**config.mk**
```make
export PLATFORM = sky130hd
export DESIGN_NAME = perfCounterBank
export DESIGN_NICKNAME = d
export VERILOG_FILES = /design/src/rtl/pcb_pkg.sv /design/src/rtl/pcbEventSel.sv /design/src/rtl/pcbDatapath.sv /design/src/rtl/pcbControl.sv /design/src/rtl/perfCounterBank.sv
export SDC_FILE = /design/constraint.sdc
export NUM_CORES = 1
export LEC_CHECK = 0
export BUFFER_PORTS_ARGS = -buffer_cell sky130_fd_sc_hd__buf_2
export CAP_MARGIN = 40
export CORE_ASPECT_RATIO = 0.75
export CORE_MARGIN = 4
export CORE_UTILIZATION = 50
export DETAILED_ROUTE_END_ITERATION = 10
export PLACE_DENSITY = 0.69
export SLEW_MARGIN = 10
export SYNTH_ARGS = -nofsm -noshare
export SYNTH_HDL_FRONTEND = slang
export SYNTH_SLANG_ARGS = --single-unit
```
**constraint.sdc**
```tcl
create_clock -name clk -period 3.4 [get_ports clk]
set_input_delay 0.34 -clock clk [delete_from_list [all_inputs] [get_ports clk]]
set_output_delay 0.34 -clock clk [all_outputs]
set_load 0.03 [all_outputs]
```
**src/rtl/pcb_pkg.sv**
```systemverilog
`timescale 1ns/1ps
package pcb_pkg;
  localparam int PCB_NUM_CTR  = 4;
  localparam int PCB_CNT_W    = 48;
  localparam int PCB_EVT_W    = 32;
  localparam int PCB_SEL_W    = 5;
  localparam int PCB_DATA_W   = 64;
  localparam int PCB_ADDR_W   = 4;

  // control register field positions (decoded by software)
  localparam int CTL_EN_BIT   = 0;
  localparam int CTL_SEL_LSB  = 1;
  localparam int CTL_IRQ_BIT  = 20;

  // per-counter strobes from control to datapath
  typedef struct packed {
    logic ctlWr;
    logic cntWr;
  } pcbStrobe_t;
endpackage

```
**src/rtl/pcbEventSel.sv**
```systemverilog
`timescale 1ns/1ps
module pcbEventSel #(
  parameter int EVT_W   = 32,
  parameter int SEL_W   = 5,
  parameter int CTR_IDX = 0,
  parameter int STRIDE  = 8
) (
  input  logic [EVT_W-1:0] events,
  input  logic [SEL_W-1:0] sel,
  output logic             hit
);
  localparam int IDX_W  = (EVT_W > 1) ? $clog2(EVT_W) : 1;
  localparam int OFFSET = (CTR_IDX * STRIDE) % EVT_W;

  // rotated mapping: each counter sees its own event set
  always_comb begin
    int unsigned sum;
    sum = (int'(sel) + OFFSET) % EVT_W;
    hit = events[IDX_W'(sum)];
  end
endmodule

```
**src/rtl/pcbDatapath.sv**
```systemverilog
`timescale 1ns/1ps
module pcbDatapath
  import pcb_pkg::*;
#(
  parameter int NUM_CTR = PCB_NUM_CTR,
  parameter int CNT_W   = PCB_CNT_W,
  parameter int EVT_W   = PCB_EVT_W,
  parameter int SEL_W   = PCB_SEL_W,
  parameter int DATA_W  = PCB_DATA_W
) (
  input  logic                            clk,
  input  logic                            rstN,
  input  pcbStrobe_t [NUM_CTR-1:0]        strb,
  input  logic                            globalEn,
  input  logic [DATA_W-1:0]               wrData,
  input  logic [EVT_W-1:0]                events,
  output logic [NUM_CTR-1:0][DATA_W-1:0]  ctlRegs,
  output logic [NUM_CTR-1:0][CNT_W-1:0]   cntVal,
  output logic [NUM_CTR-1:0]              ovfHit,
  output logic [NUM_CTR-1:0]              irqEnVec
);
  localparam logic [DATA_W-1:0] CTL_MASK =
      (DATA_W'(1) << CTL_EN_BIT) |
      (((DATA_W'(1) << SEL_W) - DATA_W'(1)) << CTL_SEL_LSB) |
      (DATA_W'(1) << CTL_IRQ_BIT);
  localparam logic [CNT_W-1:0] CNT_MAX = '1;

  for (genvar i = 0; i < NUM_CTR; i++) begin : g_ctr
    logic             evHit;
    logic             incr;
    logic             ctrEn;
    logic [SEL_W-1:0] ctrSel;

    assign ctrEn       = ctlRegs[i][CTL_EN_BIT];
    assign ctrSel      = ctlRegs[i][CTL_SEL_LSB +: SEL_W];
    assign irqEnVec[i] = ctlRegs[i][CTL_IRQ_BIT];

    pcbEventSel #(
      .EVT_W  (EVT_W),
      .SEL_W  (SEL_W),
      .CTR_IDX(i),
      .STRIDE (8)
    ) u_sel (
      .events(events),
      .sel   (ctrSel),
      .hit   (evHit)
    );

    assign incr      = ctrEn & globalEn & evHit;
    // a wrap only counts when the bus write does not override it
    assign ovfHit[i] = incr & ~strb[i].cntWr & (cntVal[i] == CNT_MAX);

    always_ff @(posedge clk or negedge rstN) begin
      if (!rstN) begin
        ctlRegs[i] <= '0;
      end else if (strb[i].ctlWr) begin
        ctlRegs[i] <= wrData & CTL_MASK;
      end
    end

    always_ff @(posedge clk or negedge rstN) begin
      if (!rstN) begin
        cntVal[i] <= '0;
      end else if (strb[i].cntWr) begin
        cntVal[i] <= wrData[CNT_W-1:0];
      end else if (incr) begin
        cntVal[i] <= cntVal[i] + CNT_W'(1);
      end
    end
  end
endmodule

```
**src/rtl/pcbControl.sv**
```systemverilog
`timescale 1ns/1ps
module pcbControl
  import pcb_pkg::*;
#(
  parameter int NUM_CTR    = PCB_NUM_CTR,
  parameter int CNT_W      = PCB_CNT_W,
  parameter int DATA_W     = PCB_DATA_W,
  parameter int ADDR_W     = PCB_ADDR_W,
  parameter int FREEZE_DLY = 2
) (
  input  logic                            clk,
  input  logic                            rstN,
  input  logic                            busWrEn,
  input  logic [ADDR_W-1:0]               busAddr,
  input  logic [DATA_W-1:0]               busWrData,
  output logic [DATA_W-1:0]               busRdData,
  input  logic [NUM_CTR-1:0][DATA_W-1:0]  ctlRegs,
  input  logic [NUM_CTR-1:0][CNT_W-1:0]   cntVal,
  input  logic [NUM_CTR-1:0]              ovfHit,
  input  logic [NUM_CTR-1:0]              irqEnVec,
  output pcbStrobe_t [NUM_CTR-1:0]        strb,
  output logic                            globalEn,
  output logic [NUM_CTR-1:0]              ovfStatus,
  output logic                            irqReq
);
  localparam logic [ADDR_W-1:0] CNT_BASE = ADDR_W'(NUM_CTR);
  localparam logic [ADDR_W-1:0] GLB_ADDR = ADDR_W'(2 * NUM_CTR);
  localparam logic [ADDR_W-1:0] STS_ADDR = ADDR_W'(2 * NUM_CTR + 1);
  localparam int PIPE_W = FREEZE_DLY - 1;

  logic glbWr;
  logic stsWr;
  logic freezeNow;
  logic [PIPE_W-1:0] freezePipe;
  logic [NUM_CTR-1:0] clrMask;

  // address decode into strobes
  always_comb begin
    for (int i = 0; i < NUM_CTR; i++) begin
      strb[i].ctlWr = busWrEn && (busAddr == ADDR_W'(i));
      strb[i].cntWr = busWrEn && (busAddr == CNT_BASE + ADDR_W'(i));
    end
  end
  assign glbWr   = busWrEn && (busAddr == GLB_ADDR);
  assign stsWr   = busWrEn && (busAddr == STS_ADDR);
  assign clrMask = stsWr ? busWrData[NUM_CTR-1:0] : '0;

  // interrupt request: one cycle after a wrap with interrupt enabled
  always_ff @(posedge clk or negedge rstN) begin
    if (!rstN) irqReq <= 1'b0;
    else       irqReq <= |(ovfHit & irqEnVec);
  end

  // fixed-latency path from request to global disable
  if (PIPE_W == 1) begin : g_pipe1
    always_ff @(posedge clk or negedge rstN) begin
      if (!rstN) freezePipe <= '0;
      else       freezePipe <= irqReq;
    end
  end else begin : g_pipeN
    always_ff @(posedge clk or negedge rstN) begin
      if (!rstN) freezePipe <= '0;
      else       freezePipe <= {freezePipe[PIPE_W-2:0], irqReq};
    end
  end
  assign freezeNow = freezePipe[PIPE_W-1];

  // global enable: freeze has priority over software
  always_ff @(posedge clk or negedge rstN) begin
    if (!rstN)          globalEn <= 1'b0;
    else if (freezeNow) globalEn <= 1'b0;
    else if (glbWr)     globalEn <= busWrData[0];
  end

  // sticky status, write-one-to-clear, set beats clear
  always_ff @(posedge clk or negedge rstN) begin
    if (!rstN) ovfStatus <= '0;
    else       ovfStatus <= (ovfStatus & ~clrMask) | ovfHit;
  end

  // read mux
  always_comb begin
    busRdData = '0;
    for (int i = 0; i < NUM_CTR; i++) begin
      if (busAddr == ADDR_W'(i))            busRdData = ctlRegs[i];
      if (busAddr == CNT_BASE + ADDR_W'(i)) busRdData = DATA_W'(cntVal[i]);
    end
    if (busAddr == GLB_ADDR) busRdData = DATA_W'(globalEn);
    if (busAddr == STS_ADDR) busRdData = DATA_W'(ovfStatus);
  end
endmodule

```
**src/rtl/perfCounterBank.sv**
```systemverilog
`timescale 1ns/1ps
module perfCounterBank
  import pcb_pkg::*;
#(
  parameter int NUM_CTR    = PCB_NUM_CTR,
  parameter int CNT_W      = PCB_CNT_W,
  parameter int EVT_W      = PCB_EVT_W,
  parameter int SEL_W      = PCB_SEL_W,
  parameter int DATA_W     = PCB_DATA_W,
  parameter int ADDR_W     = PCB_ADDR_W,
  parameter int FREEZE_DLY = 2
) (
  input  logic              clk,
  input  logic              rstN,
  input  logic              busWrEn,
  input  logic [ADDR_W-1:0] busAddr,
  input  logic [DATA_W-1:0] busWrData,
  output logic [DATA_W-1:0] busRdData,
  input  logic [EVT_W-1:0]  events,
  output logic              irqReq
);
  pcbStrobe_t [NUM_CTR-1:0]        strb;
  logic                            globalEn;
  logic [NUM_CTR-1:0][DATA_W-1:0]  ctlRegs;
  logic [NUM_CTR-1:0][CNT_W-1:0]   cntVal;
  logic [NUM_CTR-1:0]              ovfHit;
  logic [NUM_CTR-1:0]              irqEnVec;
  logic [NUM_CTR-1:0]              ovfStatus;
  logic [NUM_CTR-1:0]              cntWrVec;

  for (genvar i = 0; i < NUM_CTR; i++) begin : g_wrv
    assign cntWrVec[i] = strb[i].cntWr;
  end

  pcbControl #(
    .NUM_CTR   (NUM_CTR),
    .CNT_W     (CNT_W),
    .DATA_W    (DATA_W),
    .ADDR_W    (ADDR_W),
    .FREEZE_DLY(FREEZE_DLY)
  ) u_ctrl (
    .clk      (clk),
    .rstN     (rstN),
    .busWrEn  (busWrEn),
    .busAddr  (busAddr),
    .busWrData(busWrData),
    .busRdData(busRdData),
    .ctlRegs  (ctlRegs),
    .cntVal   (cntVal),
    .ovfHit   (ovfHit),
    .irqEnVec (irqEnVec),
    .strb     (strb),
    .globalEn (globalEn),
    .ovfStatus(ovfStatus),
    .irqReq   (irqReq)
  );

  pcbDatapath #(
    .NUM_CTR(NUM_CTR),
    .CNT_W  (CNT_W),
    .EVT_W  (EVT_W),
    .SEL_W  (SEL_W),
    .DATA_W (DATA_W)
  ) u_dp (
    .clk     (clk),
    .rstN    (rstN),
    .strb    (strb),
    .globalEn(globalEn),
    .wrData  (busWrData),
    .events  (events),
    .ctlRegs (ctlRegs),
    .cntVal  (cntVal),
    .ovfHit  (ovfHit),
    .irqEnVec(irqEnVec)
  );
endmodule

```
==> results of run 1 <==
-- cell usage after synthesis (all sizes together) (3+ instances only) --
library cell | n | area [µm²]
a211oi | 3 | 22.52
a21oi | 48 | 240.2
a221oi | 4 | 35.03
a222oi | 40 | 400.4
a22o | 6 | 52.55
a22oi | 7 | 52.55
a31oi | 17 | 106.4
and2 | 11 | 68.82
and3 | 30 | 187.7
and4 | 18 | 157.7
buf | 35 | 210.2
clkbuf | 91 | 342.8
dfrtp | 227 | 5680
ha | 4 | 50.05
inv | 24 | 90.09
mux2 | 32 | 360.4
mux2i | 21 | 210.2
mux4 | 32 | 720.7
nand2 | 320 | 1201
nand2b | 4 | 25.02
nand3 | 88 | 440.4
nand3b | 6 | 45.04
nand4 | 51 | 325.3
nor2 | 105 | 401.6
nor2b | 5 | 31.28
nor3 | 71 | 366.6
nor4 | 43 | 269.0
nor4b | 3 | 32.53
o211ai | 3 | 22.52
o21ai | 149 | 749.5
o31ai | 5 | 37.54
or3 | 18 | 112.6
or4 | 13 | 101.4
xnor2 | 115 | 1007
xor2 | 58 | 508.0
-- final timing paths --
kind | slack (ps) | depth (start not counted) | end
min in group asynchronous | 460 | 2 | u_dp.cntVal[12]
setup / recovery | 180 | 6 | u_dp.cntVal[189]
setup reg to reg | 180 | 6 | u_dp.cntVal[189]
hold / removal | 80 | 3 | u_dp.cntVal[180]
hold reg to reg | 370 | 0 | u_ctrl.freezeNow
max in group asynchronous | 1980 | 3 | u_dp.cntVal[104]
-- cell families (layout without fill, tap and decap cells) --
kind of cell	Yosys count	in the layout	synth area share (%)
AO/OA/AOI/OAI	295	295	12.36
XOR/XNOR	173	173	10.19
adder cells (fa/ha/maj)	4	4	0.3367
buffers and inverters	150	267	4.326
flip-flops	227	227	38.21
multiplexers	85	85	8.686
other	1	16	0.02523
AND/OR/NAND/NOR	795	795	25.86
-- routing by layer --
metal,vias to the layer above,track usage (%),wire length (µm)
met3,89,6.495,5867
li1,6473,-,-
met1,6990,47.60,23050
met4,0,8.339,1352
met2,810,45.52,21630
met5,-,0,0
-- sequential cells by signal, summed over array words and instances, names as in the netlist --
signal,flops
u_ctrl.freezeNow,1
u_ctrl.globalEn,1
u_ctrl.irqReq,1
u_ctrl.ovfStatus,4
u_dp.cntVal,192
u_dp.ctlRegs,28
-- power by group --
group | switching (W) | internal, W
Sequential | 0.00102 | 0.00334
Clock | 0.00112 | 0.00152
Combinational | 0.00135 | 0.00112
Total | 0.00350 | 0.00598
-- cell type report --
class,instances,area share (%)
repair buffers,204,7.482
well taps,392,2.898
clock inverters,2,0.2070
clock buffers,37,4.259
multi-input cells,1368,51.05
flip-flops and latches,227,33.57
inverters,24,0.5323
-- cells in the final DEF, fill, tap and decap left out, types with 5 or more instances in the layout --
cell type / instances
nor3_1: 69
a31oi_1: 17
o31ai_1: 5
nand3_1: 88
or4_1: 12
and2_1: 7
o21ai_0: 144
nand2_1: 320
buf_4: 62
nand3b_1: 6
mux4_2: 32
dfrtp_1: 226
clkbuf_8: 5
mux2_2: 32
and4_1: 18
buf_2: 135
xnor2_1: 115
a22o_1: 6
nand4_1: 50
clkbuf_16: 25
mux2i_1: 21
and3_1: 29
nor2_1: 101
nor4_1: 43
xor2_1: 58
inv_1: 24
conb_1: 16
clkbuf_1: 7
or3_1: 18
buf_12: 5
a21oi_1: 48
nor2b_1: 5
a222oi_1: 40
a22oi_1: 7
-- through the flow --
step                util, %  instance area (µm²)  std cells  power [W]
finish                57.98                16920       2254   0.009483
global route          57.98                16920       2254   0.009926
CTS                   57.97                16920       2254   0.009436
detailed placement    55.35                16160       2214   0.006784
global placement      55.33                16150       2213   0.006688
floorplan                 -                14920       1745   0.005770
-- tightest hold or removal path: cells and delay by family --
| family | cells | cell delay (ps) |
|---|---|---|
| buf+inv | 1 | 120 |
| simple gates | 1 | 50 |
| compound gates | 1 | 60 |
-- what timing repair did --
item / CTS / global route
hold endpoints to repair: 108 / 0
hold buffers: 1 / 0
gates resized for setup: 0 / 1
setup endpoints to repair: 0 / 14
==> results.json, run 1 <==
{
  "root_buffer": "clkbuf_16",
  "cell_area_after_synthesis_um2": 14870,
  "timing.critical_path.slowest_cell_delay_ps": 630,
  "class_of_the_most_critical_setup_path": "flop to flop",
  "max-clock-path-buffers": 3,
  "status": "completed",
  "synthFlopType": "dfrtp_1",
  "cts-buffers-inserted": 24,
  "pwr_density_cell_nw_per_um2": 560.4,
  "rows": 54,
  "hold-worst-slack_ps": 77.64,
  "hp-start": "busWrData[36]",
  "synthCells": 1730,
  "floorplan.initialDensity_pct": 50.93,
  "min_period_ps": 3219,
  "timing_worst_slew_pin_value_ps": 994.5,
  "i_o_pin_total": 168,
  "count_of_unresolved_drc_violations_after_routing": 0,
  "crit_required_ps": 3850,
  "worst_clock_skew_ps": 13.23,
  "post_synth_num_cell_types": 63,
  "route.vias.total": 14362,
  "pin_count_of_the_biggest_net_entering_global_routing": 114,
  "clock_pin_slew_on_the_worst_setup_and_hold_paths_ps": 60,
  "sequential_cell_area_um2": 5682,
  "ys_async_sr_fraction_pct": 100.0,
  "report.final.setup_viol": 0,
  "cap_violations": 0,
  "cts_num_sinks": 227,
  "critical-path-slowest-cell": "or3_1",
  "min_period_over_period_pct": 94.69,
  "drive_gt1_share_pct": 17.40,
  "die_span_in_y_um": 157.3,
  "globalRouteOverflowTotal": 0,
  "timing.final.hold_violations": 0,
  "antenna_found_initial": 0,
  "dr.first_iter.drc_count": 1864,
  "worst-path-max-fanout": 16,
  "fillCellCount": 2677,
  "footprint_of_the_multi_input_gates_um2": 8638,
  "area_growth_pct": 13.84,
  "timing.critical_path.from": "u_dp.cntVal[148]",
  "finalWirelength_mm": 51.90,
  "drtPass1Iterations": 6,
  "worst_setup_path_end_kind": "flop",
  "first_pass_grt_wire_length_mm": 80.62,
  "cp_num_buf_inv": 0,
  "f_max_mhz": 310.6,
  "finalNetCount": 1956,
  "first_global_vias": 13479,
  "maxSlewHeadroom_pct": 33.70,
  "synth_seq_area_share_pct": 38.21,
  "tns_ps": 0,
  "buffer_ports.inserted": 135,
  "detailed_place_hpwl_mm": 37.58,
  "critPathLaunchType": "flop",
  "wl_per_cell_um": 23.02,
  "rsz0062_at_grt": "no",
  "clock_tree_from_tritoncts": "built",
  "antenna_left": 0,
  "fp.dieW_um": 207.1,
  "antenna-diode-count": 0,
  "category_of_cells_accounting_for_the_largest_share_of_critical_path_delay": "simple AND/OR/NAND/NOR gates",
  "cts_post_setup_buffers_inserted": 0,
  "syn_avg_cell_area_um2": 8.593,
  "ir_drop_v": 0.0005605,
  "post-route-worst-setup-slack_ps": 180.5,
  "leakage_nw": 6.585,
  "cp.arrival_ps": 3670,
  "global_route.usage.total_pct": 31.28,
  "chain_of_cells_forming_the_critical_path": "and4_1, nand4_1, or3_1, or3_1, or4_1, a31oi_1",
  "die_area_um2": 32580,
  "clk_latency_ps": 540,
  "core_region_area_um2": 29190,
  "synth-edff-count": 0,
  "hold_class": "primary input to flop",
  "gp_routability_congestion": 0.9494,
  "yosysWarningCount": 0,
  "critPathMostFrequentCell": "or3_1",
  "finalMaxSlewViolations": 0,
  "startpoint_of_the_most_critical_register_to_register_path": "u_dp.cntVal[148]",
  "ys_ff_latch": 227,
  "detailedPlace.worstSlack_ps": 99.94,
  "viasPerCell": 6.372,
  "htreeDepth": 1
}
No activity file was read; power rests on OpenSTA's default activity.
==> run 2, diff against run 1 <==
--- a/config.mk
+++ b/config.mk
@@ -5,8 +5,8 @@
 export SDC_FILE = /design/constraint.sdc
 export NUM_CORES = 1
 export LEC_CHECK = 0
-export BUFFER_PORTS_ARGS = -buffer_cell sky130_fd_sc_hd__buf_2
-export CAP_MARGIN = 40
+export BUFFER_PORTS_ARGS = -buffer_cell sky130_fd_sc_hd__buf_4
+export CAP_MARGIN = 15
 export CORE_ASPECT_RATIO = 0.75
 export CORE_MARGIN = 4
 export CORE_UTILIZATION = 50
==> constraint.sdc (replaced) <==
create_clock -name clk -period 4 [get_ports clk]
set_input_delay 0.4 -clock clk [delete_from_list [all_inputs] [get_ports clk]]
set_output_delay 0.4 -clock clk [all_outputs]
set_load 0.03 [all_outputs]
==> run 2 against run 1 <==
- die area did not move
- worst hold slack improved by 18 ps
- critical path depth is 2 higher
- final cell count shrank 1.0%
- sequential power fell by 14%
- clock-buffer cell count rose by 3
- sequential cell count stayed put
- largest cell class unchanged
==> results.json, run 2 (synthesis gave the netlist of run 1 again) <==
{
  "status": "completed",
  "max-clock-path-buffers": 3,
  "detailed_place_hpwl_mm": 36.86,
  "clk_latency_ps": 540,
  "f_max_mhz": 294.9,
  "timing_worst_slew_pin_value_ps": 1008,
  "commonest_cells_after_routing_fill_and_taps_aside": "nand2_1, dfrtp_1, buf_4, o21ai_0, xnor2_1",
  "min_period_ps": 3390,
  "critPathLaunchType": "flop",
  "area_growth_pct": 15.14,
  "hold-worst-slack_ps": 95.26,
  "power.sequential.fraction_pct": 45.3,
  "rows": 54,
  "class_of_the_most_critical_setup_path": "flop to flop",
  "ir_drop_v": 0.0003229,
  "pin_count_of_the_biggest_net_entering_global_routing": 97,
  "floorplan.initialDensity_pct": 50.93,
  "route.vias.total": 14206,
  "fp.dieW_um": 207.1,
  "post_cts_hold_buffer_count": 1,
  "comb_power_share_pct": 25.4,
  "finish.utilization_pct": 58.64,
  "leakage_nw": 6.566,
  "cts_post_setup_buffers_inserted": 0,
  "tns_ps": 0,
  "count_of_unresolved_drc_violations_after_routing": 0,
  "finalNetCount": 1929,
  "viasPerCell": 6.368,
  "min_period_over_period_pct": 84.76,
  "count_of_cells_along_the_worst_register_to_register_path": 8,
  "i_o_pin_total": 168,
  "root_buffer": "clkbuf_16",
  "drive_gt1_share_pct": 16.20,
  "cts-resized-gates": 0,
  "worst_clock_skew_ps": 14.38,
  "place_inst": 2185,
  "max_ffs_per_register": 192,
  "final_common_cell": "nand2_1",
  "cap_violations": 0,
  "first_pass_grt_wire_length_mm": 79.71,
  "worst-path-max-fanout": 14,
  "cp.arrival_ps": 3800,
  "die_span_in_y_um": 157.3,
  "global_route.usage.total_pct": 30.98,
  "first_global_vias": 13271,
  "reg_top3": "u_dp.cntVal: 192 flops, u_dp.ctlRegs: 28 flops, u_ctrl.ovfStatus: 4 flops",
  "fillCellCount": 2635,
  "cts_num_sinks": 227,
  "antenna-diode-count": 0,
  "dr.first_iter.drc_count": 1704,
  "clock_pin_slew_on_the_worst_setup_and_hold_paths_ps": 60,
  "hold_class": "primary input to flop",
  "finalMaxSlewViolations": 0,
  "sequential_cell_area_um2": 5680,
  "pwr-share-clk_pct": 29.4,
  "antenna_left": 0,
  "crit_required_ps": 4410,
  "clock_tree_from_tritoncts": "built",
  "die_area_um2": 32580,
  "cts-buffers-inserted": 26,
  "p_int_w": 0.005236,
  "buffer_ports.inserted": 135,
  "worst_setup_path_end_kind": "flop",
  "wl_per_cell_um": 23.18,
  "timing.final.hold_violations": 0,
  "hold-path-cell-count": 3,
  "finalWirelength_mm": 51.71,
  "rsz0062_at_grt": "no",
  "largest_register_by_flop_count": "u_dp.cntVal",
  "antenna_found_initial": 0,
  "globalRouteOverflowTotal": 0,
  "gp_routability_congestion": 0.9522,
  "core_region_area_um2": 29190,
  "maxSlewHeadroom_pct": 32.78,
  "finalPower_w": 0.008247,
  "report.final.setup_viol": 0,
  "drtPass1Iterations": 9,
  "share_of_total_power_consumed_by_net_switching_pct": 36.51,
  "footprint_of_the_multi_input_gates_um2": 8638,
  "htreeDepth": 1,
  "pwr_density_cell_nw_per_um2": 481.8,
  "post_layout_nonfiller_instances": 2231,
  "p_switching_w": 0.003011
}
==> run 2: cell types whose count changed in the layout (fill, tap and decap cells not counted) <==
cell       change
buf_2        -135
buf_4        +107
clkbuf_1       +2
clkbuf_16      +2
buf_12         -1
bufinv_16      +1
clkbuf_8       -1
clkinv_2       +1
clkinv_4       +1
dfrtp_1        +1
dfrtp_2        -1
==> run 2: stage by stage <==
step | instance area [µm²] | worst slack (ps)
floorplan | 14920 | 1146
global placement | 16260 | 691.4
detailed placement | 16260 | 602.7
CTS | 17120 | 600.0
global route | 17120 | 442.2
finish | 17120 | 609.5
==> run 2: path summary, 6_finish.rpt <==
check | from | to | slack (ps)
min in group asynchronous | rstN | u_dp.cntVal[109] | 500
max in group asynchronous | rstN | u_dp.cntVal[41] | 2540
worst max register to register | u_dp.ctlRegs[1] | u_dp.cntVal[15] | 610
worst min-delay path | busWrData[9] | u_dp.cntVal[153] | 100
worst min register to register | u_ctrl.irqReq | u_ctrl.freezeNow | 390
worst max-delay path | u_dp.ctlRegs[1] | u_dp.cntVal[15] | 610
==> run 2: final cells by class <==
class | count | share of cell area (%)
clock inverters | 5 | 0.4605
inverters | 24 | 0.5263
flip-flops and latches | 227 | 33.19
clock buffers | 40 | 4.466
well taps | 392 | 2.865
multi-input cells | 1368 | 50.47
repair buffers | 175 | 8.026
==> run 2: critical path, cell delays in order, from the launching register on <==
cell	delay (ps)
dfrtp_1	770
mux4_2	580
mux4_2	500
o22ai_2	450
or3_1	400
buf_12	200
nor3_1	80
xnor2_1	170
o21ai_0	90
==> run 2: routing by layer <==
metal / GRT usage [%] / wire length (µm) / vias up
met2: 44.25 / 21020 / 838
met1: 47.94 / 23030 / 6872
met5: 0 / 0 / -
li1: - / - / 6402
met4: 7.835 / 1433 / 0
met3: 6.535 / 6220 / 94
==> run 2: power by group through the flow <==
stage	registers [W]	clock network (W)	logic, W
global placement	0.00371	0	0.00200
finish	0.00374	0.00242	0.00209
global route	0.00382	0.00254	0.00227
CTS	0.00370	0.00245	0.00206
detailed placement	0.00373	0	0.00205
floorplan	0.00339	0	0.00152
